`src/rtl/quad_knob_pkg.sv`:
```
package quad_knob_pkg;
  localparam int NUM_CH = 2;

  typedef struct packed {
    logic cw;
    logic ccw;
  } stepStrobes_t;
endpackage

```
`src/rtl/chanDebounce.sv`:
```
module chanDebounce #(
  parameter int STABLE_CYCLES = 16384
) (
  input  logic clk,
  input  logic rst,
  input  logic rawIn,
  output logic cleanOut
);
  localparam int CNT_W = $clog2(STABLE_CYCLES + 1);
  localparam logic [CNT_W-1:0] LAST = CNT_W'(STABLE_CYCLES - 1);

  logic syncA, syncB;
  logic [CNT_W-1:0] runCnt;

  // two-flop synchroniser, free running so reset sees the live level
  always_ff @(posedge clk) begin
    syncA <= rawIn;
    syncB <= syncA;
  end

  always_ff @(posedge clk) begin
    if (rst) begin
      cleanOut <= syncB;
      runCnt   <= '0;
    end else if (syncB == cleanOut) begin
      runCnt <= '0;
    end else if (runCnt == LAST) begin
      cleanOut <= syncB;
      runCnt   <= '0;
    end else begin
      runCnt <= runCnt + 1'b1;
    end
  end

  AST_FILTER_AGREES: assert property (@(posedge clk) disable iff (rst)
    !$stable(cleanOut) |-> ($past(syncB) == cleanOut && $past(runCnt) == LAST));
endmodule

```
`src/rtl/quadStepCtrl.sv`:
```
module quadStepCtrl
  import quad_knob_pkg::*;
(
  input  logic              clk,
  input  logic              rst,
  input  logic [NUM_CH-1:0] chanClean,
  output stepStrobes_t      stepStb
);
  logic [NUM_CH-1:0] chanPrev;
  logic primed;
  logic riseCh0;

  assign riseCh0 = chanClean[0] & ~chanPrev[0];

  always_ff @(posedge clk) begin
    chanPrev <= chanClean;
    if (rst) begin
      primed  <= 1'b0;
      stepStb <= '0;
    end else begin
      primed      <= 1'b1;
      stepStb.cw  <= primed & riseCh0 & ~chanClean[1];
      stepStb.ccw <= primed & riseCh0 &  chanClean[1];
    end
  end

  AST_STROBE_EXCLUSIVE: assert property (@(posedge clk) disable iff (rst)
    !(stepStb.cw && stepStb.ccw));
  AST_CW_SINGLE: assert property (@(posedge clk) disable iff (rst)
    stepStb.cw |=> !stepStb.cw);
  AST_CCW_SINGLE: assert property (@(posedge clk) disable iff (rst)
    stepStb.ccw |=> !stepStb.ccw);
  AST_QUIET_AFTER_RESET: assert property (@(posedge clk) disable iff (rst)
    $fell(rst) |-> (!stepStb.cw && !stepStb.ccw));
endmodule

```
`src/rtl/quadPosDatapath.sv`:
```
module quadPosDatapath
  import quad_knob_pkg::*;
#(
  parameter int POS_W = 8
) (
  input  logic             clk,
  input  logic             rst,
  input  stepStrobes_t     stepStb,
  output logic [POS_W-1:0] posCount
);
  localparam logic [POS_W-1:0] ONE = POS_W'(1);

  always_ff @(posedge clk) begin
    if (rst)              posCount <= '0;
    else if (stepStb.cw)  posCount <= posCount + ONE;
    else if (stepStb.ccw) posCount <= posCount - ONE;
  end

  AST_POS_INC: assert property (@(posedge clk) disable iff (rst)
    stepStb.cw |=> posCount == $past(posCount) + ONE);
  AST_POS_DEC: assert property (@(posedge clk) disable iff (rst)
    stepStb.ccw |=> posCount == $past(posCount) - ONE);
  AST_POS_HOLD: assert property (@(posedge clk) disable iff (rst)
    (!stepStb.cw && !stepStb.ccw) |=> $stable(posCount));
endmodule

```
`src/rtl/quadKnobDecoder.sv`:
```
module quadKnobDecoder
  import quad_knob_pkg::*;
#(
  parameter int STABLE_CYCLES = 16384,
  parameter int POS_W = 8
) (
  input  logic             clk,
  input  logic             rst,
  input  logic [1:0]       encRaw,
  output logic [POS_W-1:0] knobPos,
  output logic             stepCw,
  output logic             stepCcw
);
  logic [NUM_CH-1:0] chanClean;
  stepStrobes_t stepStb;

  for (genvar ch = 0; ch < NUM_CH; ch++) begin : g_filt
    chanDebounce #(.STABLE_CYCLES(STABLE_CYCLES)) u_filt (
      .clk(clk), .rst(rst), .rawIn(encRaw[ch]), .cleanOut(chanClean[ch])
    );
  end

  quadStepCtrl u_ctrl (
    .clk(clk), .rst(rst), .chanClean(chanClean), .stepStb(stepStb)
  );

  quadPosDatapath #(.POS_W(POS_W)) u_dp (
    .clk(clk), .rst(rst), .stepStb(stepStb), .posCount(knobPos)
  );

  assign stepCw  = stepStb.cw;
  assign stepCcw = stepStb.ccw;

  AST_RESET_STATE: assert property (@(posedge clk)
    $past(rst) |-> (knobPos == '0 && !stepCw && !stepCcw));
endmodule

```
`config.mk`:
```
export PLATFORM = sky130hd
export DESIGN_NAME = quadKnobDecoder
export DESIGN_NICKNAME = d
export VERILOG_FILES = /design/src/rtl/quad_knob_pkg.sv /design/src/rtl/chanDebounce.sv /design/src/rtl/quadStepCtrl.sv /design/src/rtl/quadPosDatapath.sv /design/src/rtl/quadKnobDecoder.sv
export SDC_FILE = /design/constraint.sdc
export NUM_CORES = 1
export LEC_CHECK = 0
export BUFFER_PORTS_ARGS = -buffer_cell sky130_fd_sc_hd__buf_2
export CAP_MARGIN = 20
export CORE_MARGIN = 2
export CORE_UTILIZATION = 30
export DETAILED_ROUTE_END_ITERATION = 10
export GPL_ROUTABILITY_DRIVEN = 0
export PLACE_DENSITY_LB_ADDON = 0.1
export SLEW_MARGIN = 20
export SYNTH_ARGS = -nofsm -noshare
export SYNTH_HDL_FRONTEND = slang
export SYNTH_SLANG_ARGS = --single-unit
```
`constraint.sdc`:
```
create_clock -name clk -period 6.3 [get_ports clk]
set_input_delay 0.945 -clock clk [delete_from_list [all_inputs] [get_ports clk]]
set_output_delay 0.945 -clock clk [all_outputs]
set_load 0.01 [all_outputs]
```
# --- Yosys cells after proc, flatten, opt, wreduce, memory -nomap -nowiden ---
# Index checks and enable logic that the tools add are counted.
word_totals:
  n_memories: 0
  rom_bits: 0
  latchBits: 0
  reg_bits: 48
  ram_bits: 0
  in_bits: 4
op_classes:
  div_mod_pow: 0
  bitwise: 6
  n_eq_ne: 6
  n_mux: 9
  n_lt_le_gt_ge: 0
  multipliers: 0
  shifts: 0
  n_addsub: 4
  n_reduce_logical: 7
op_table:
  columns: ["op", "count"]
  rows:
  - ["$add A15 B1 Y15 const B", 2]
  - ["$eq A15 B14 Y1 const B", 2]
  - ["$mux W8", 2]
  - ["$add A8 B1 Y8 const B", 1]
  - ["$sub A8 B1 Y8 const B", 1]
  - ["$mux W1", 7]
  - ["$reduce_bool A2 Y1", 3]
  - ["$reduce_or A3 Y1", 2]
  - ["$and A1 B1 Y1", 4]
  - ["$ne A2 B2 Y1 const B", 2]
  - ["$reduce_and A2 Y1", 2]
  - ["$eq A1 B1 Y1", 2]
  - ["$not A1 Y1", 2]

# --- Depth between registers and ports, before layout ---
logic_depth:
  word_depth: 4
  ltp_mapped: 8

# --- Hierarchy ---
# Synthesis repeated with hierarchy kept, for this count alone.
unflattened:
  hier_cells: 230
  hier_area_um2: 2238.4
modules_own_cells:
  columns: ["mod", "cells_each", "area_per_inst_um2", "n_inst", "seq_area_each_um2"]
  rows:
  - ["chanDebounce", 76, 768.2, 2, 370.4]
  - ["quadPosDatapath", 70, 589.3, 1, 160.2]
  - ["quadStepCtrl", 8, 112.6, 1, 80.1]

# --- Least setup slack after synthesis ---
# Ideal clock, no wire load.
synth_timing:
  path_type: "register -> register"
  startpoint: "register u_ctrl.stepStb[1] (netlist name)"
  endpoint: "register u_dp.posCount[5]"
  t_required_ps: 6178
  stages_incl_launch_ff: 9
  slack_ps: 4162
  setup_ps: 122
  period_less_slack_ps: 2138
  arrival_ps: 2016
  path_cell_list: "dfxtp_1 > clkbuf_1 > inv_1 > ha_1 > a211oi_1 > o21bai_1 > a21oi_1 > nor4_1 > a311o_1"
synth_via:
  elab_chain_len: 1
  word_cells_on_any_way: 2
  cone_classes: "1 x mux; 1 x reduce/logical"
synth_lines:
  columns: ["item", "line_no", "rtl"]
  rows:
  - ["$mux W8 or $reduce_bool A2 Y1 (tied branches)", null, null]
  - ["end signal, assigned", "quadPosDatapath.sv:15", "else if (stepStb.cw) posCount <= posCount + ONE;"]
  - ["end signal, assigned", "quadPosDatapath.sv:16", "else if (stepStb.ccw) posCount <= posCount - ONE;"]
  - ["end, declared", "quadPosDatapath.sv:9", "output logic [POS_W-1:0] posCount"]
# Parallel ways exist; a longest one is shown, timed or not.
# A chain may end at the register's enable or synchronous reset.

# --- Worst setup path in the final report ---
layout_timing:
  startpoint: "register u_ctrl.stepStb[1] (netlist name)"
  endpoint: "register u_dp.posCount[5]"
layout_via:
  elab_chain_len: 1
  word_cells_on_any_way: 2
  cone_classes: "1 x mux; 1 x reduce/logical"
layout_lines:
  columns: ["item"]
  rows:
  - ["$mux W8 or $reduce_bool A2 Y1 (tied branches)"]
# Parallel ways exist; a longest one is shown, timed or not.

==> results.sh <==
export IMPL_syn_num_nets=237
export IMPL_cp_startpoint="u_ctrl.stepStb[1]$_SDFF_PP0_"
export IMPL_diodes=0
export IMPL_portBuffers=13
export IMPL_gr_total_overflow=0
export IMPL_die_y_microns=87.48
export IMPL_path_cells="inv_1, ha_1, a211oi_1, o21bai_1, a21oi_1, nor4bb_1, a311o_1"
export IMPL_synth_seq_area_share=0.4692
export IMPL_fin_skew_ns=0.006587
export IMPL_yosys_warnings=0
export IMPL_antenna_found_initial=0
export IMPL_rsz0062_at_grt="false"
export IMPL_first_pass_iters=4
export IMPL_clk_pin_slew_worst_paths_ns=0.09
export IMPL_num_rows=30
export IMPL_start_util=0.3094
export IMPL_hold_depth=0
export IMPL_cp_start_kind="register"
export IMPL_place_area_sq_um=2225
export IMPL_clk_latency_ns=0.29
export IMPL_clock_sinks=48
export IMPL_hold_buffers=0
export IMPL_dp_hpwl_microns=2630
export IMPL_relSlewSlack=0.4319
export IMPL_synth_edf_count=2
export IMPL_drc=0
export IMPL_io_pins=14
export IMPL_status="complete, no violations"
export IMPL_fin_tns_setup_ns=0
export IMPL_areaGrowthSynthToFinish_pct=11.55
export IMPL_cts_buffer_depth=2
export IMPL_die_area_sq_um=7653
export IMPL_slowest_delay_ns=0.48
export IMPL_worstReg2RegStart="u_ctrl.stepStb[1]$_SDFF_PP0_"
export IMPL_grt_max_degree=15
export IMPL_first_global_vias=1471
export IMPL_syn_inst=224
export IMPL_fin_area_sq_um=2332
export IMPL_p_per_area_nw_per_um2=246.0
export IMPL_grt_use_total=0.1097
export IMPL_dieWidth_microns=87.48
export IMPL_yosys_cell_types_count=40
export IMPL_path_max_fanout=9
export IMPL_worst_pin_slew_ns=0.8490
export IMPL_worstHoldStart="g_filt[1].u_filt.syncA$_DFF_P_"
export IMPL_reg2regPathDepth=7
export IMPL_synth_async_reset_ratio=0
export IMPL_wl_microns=3713
export IMPL_core_area_sq_um=6756
export IMPL_critPathSlowestCell="dfxtp_1"
export IMPL_critPathBufInv=1
export IMPL_hold_ws_ns=0.3332
export IMPL_layout_worst_path_cycle_share=0.3520
export IMPL_drv_slew=0
export IMPL_cp_top_family="compound AO/OA/AOI/OAI gates"
export IMPL_drive_above_1_share=0.1125
export IMPL_ctsResizeCount=0
export IMPL_cts_setup_buffers=0
export IMPL_synth_common_cells="dfxtp_1 (46), nor2_1 (40), nand2_1 (18)"
export IMPL_p_leak_nw=0.8717
export IMPL_synth_ff_latch_count=48
export IMPL_viasPerCell=4.656
export IMPL_wl_per_cell_microns=11.60
export IMPL_worstPathRequired_ns=6.53
export IMPL_synth_ff_type="dfxtp_1"
export IMPL_crit_arrival_ns=2.45
export IMPL_synth_top_area_cell="dfxtp_1"
export IMPL_crit_type="register to register"
export IMPL_r2r_slack_ns=4.08
export IMPL_worstSetupEndpointType="register"
export IMPL_path_depth=7
export IMPL_drtAntennaViolNets=0
export IMPL_avgSynthCellArea_sq_um=9.334
export IMPL_via_count=1490
export IMPL_ir_drop_mv=0.09903
export IMPL_cts_root_buf="clkbuf_8"
export IMPL_ctsHtreeMaxLevel=2
export IMPL_nets=252
export IMPL_cts_tree="done"
export IMPL_syn_cell_area_sq_um=2091
export IMPL_max_freq_ghz=0.4510
export IMPL_synth_top_area_frac=0.4405
export IMPL_setup_violations=0
export IMPL_drt_iter0_markers=21
export IMPL_yosysMostFrequentCell="dfxtp_1"
export IMPL_hold_violations=0
export IMPL_cts_made_buffers=5
export IMPL_yosys_top_cells_area="dfxtp_1 (44%), nor2_1 (7.2%), xnor2_1 (6.7%)"
export IMPL_hold_path_class="register to register"
export IMPL_layout_min_cycle_time_ns=2.217
export IMPL_grt_first_pass_wirelength_microns=6734
export IMPL_maxCapViolCount=0
through the flow:
step	utilization	std cells	setup slack, ns	power, W
floorplan	-	224	4.162	0.0003548
global placement	0.3293	312	4.154	0.0003649
detailed placement	0.3293	312	4.098	0.0003645
CTS	0.3452	320	4.072	0.0005876
global route	0.3452	320	3.794	0.0006084
finish	0.3452	320	4.083	0.0005737
cells in the final DEF, fill, tap and decap left out, types with 3 or more instances in the layout:
| cell type | n |
|---|---|
| dfxtp_1 | 46 |
| nor2_1 | 40 |
| nand2_1 | 18 |
| xnor2_1 | 16 |
| xor2_1 | 13 |
| buf_2 | 13 |
| nand3_1 | 11 |
| a21oi_1 | 8 |
| ha_1 | 8 |
| nor3_1 | 7 |
| nand4_1 | 6 |
| o21ai_0 | 6 |
| clkbuf_8 | 5 |
| inv_1 | 4 |
| nor4_1 | 3 |
sequential cells by signal, summed over array words and instances (netlist names):
register / count
g_filt.u_filt.runCnt: 30
u_dp.posCount: 8
g_filt.u_filt.cleanOut: 2
g_filt.u_filt.syncA: 2
g_filt.u_filt.syncB: 2
u_ctrl.stepStb: 2
u_ctrl.chanPrev: 1
u_ctrl.primed: 1
layout make-up:
| class | count | area, sq um |
|---|---|---|
| Multi-Input combinational cell | 167 | 1064 |
| Clock inverter | 2 | 35.03 |
| Inverter | 4 | 15.01 |
| Fill cell | 722 | 4424 |
| Sequential cell | 48 | 980.9 |
| Tap cell | 80 | 100.1 |
| Clock buffer | 6 | 72.57 |
| Timing Repair Buffer | 13 | 65.06 |
cell families (layout without fill, tap and decap cells):
kind of cell    Yosys count  after routing  share of synthesized area
buf+inv                   9             25                    0.02214
flops                    48             48                     0.4692
mux                       2              2                   0.009575
compound gates           24             24                    0.07301
xor+xnor                 29             29                     0.1215
fa+ha+maj                 9              9                    0.05745
simple gates            103            103                     0.2472
where the power goes:
group,switching [W],internal (W)
clock,0.0000992,0.000118
combinational,0.0000225,0.0000161
sequential,0.00000559,0.000312
total,0.000127,0.000446
path summary, 6_finish.rpt:
path / end
max reg2reg: u_dp.posCount[5]$_SDFFE_PP0P_
min reg2reg: g_filt[1].u_filt.syncB$_DFF_P_
min: g_filt[1].u_filt.syncB$_DFF_P_
max: u_dp.posCount[5]$_SDFFE_PP0P_
metal layers:
metal,vias to the layer above,share of wire,routed length (microns),GRT usage
li1,804,-,-,-
met1,667,0.56,2085,0.1546
met2,17,0.40,1502,0.1639
met3,2,0.026,98,0.02844
met4,0,0.0067,25,0.03357
met5,-,0,0,0
No activity file was read; power rests on OpenSTA's default activity.
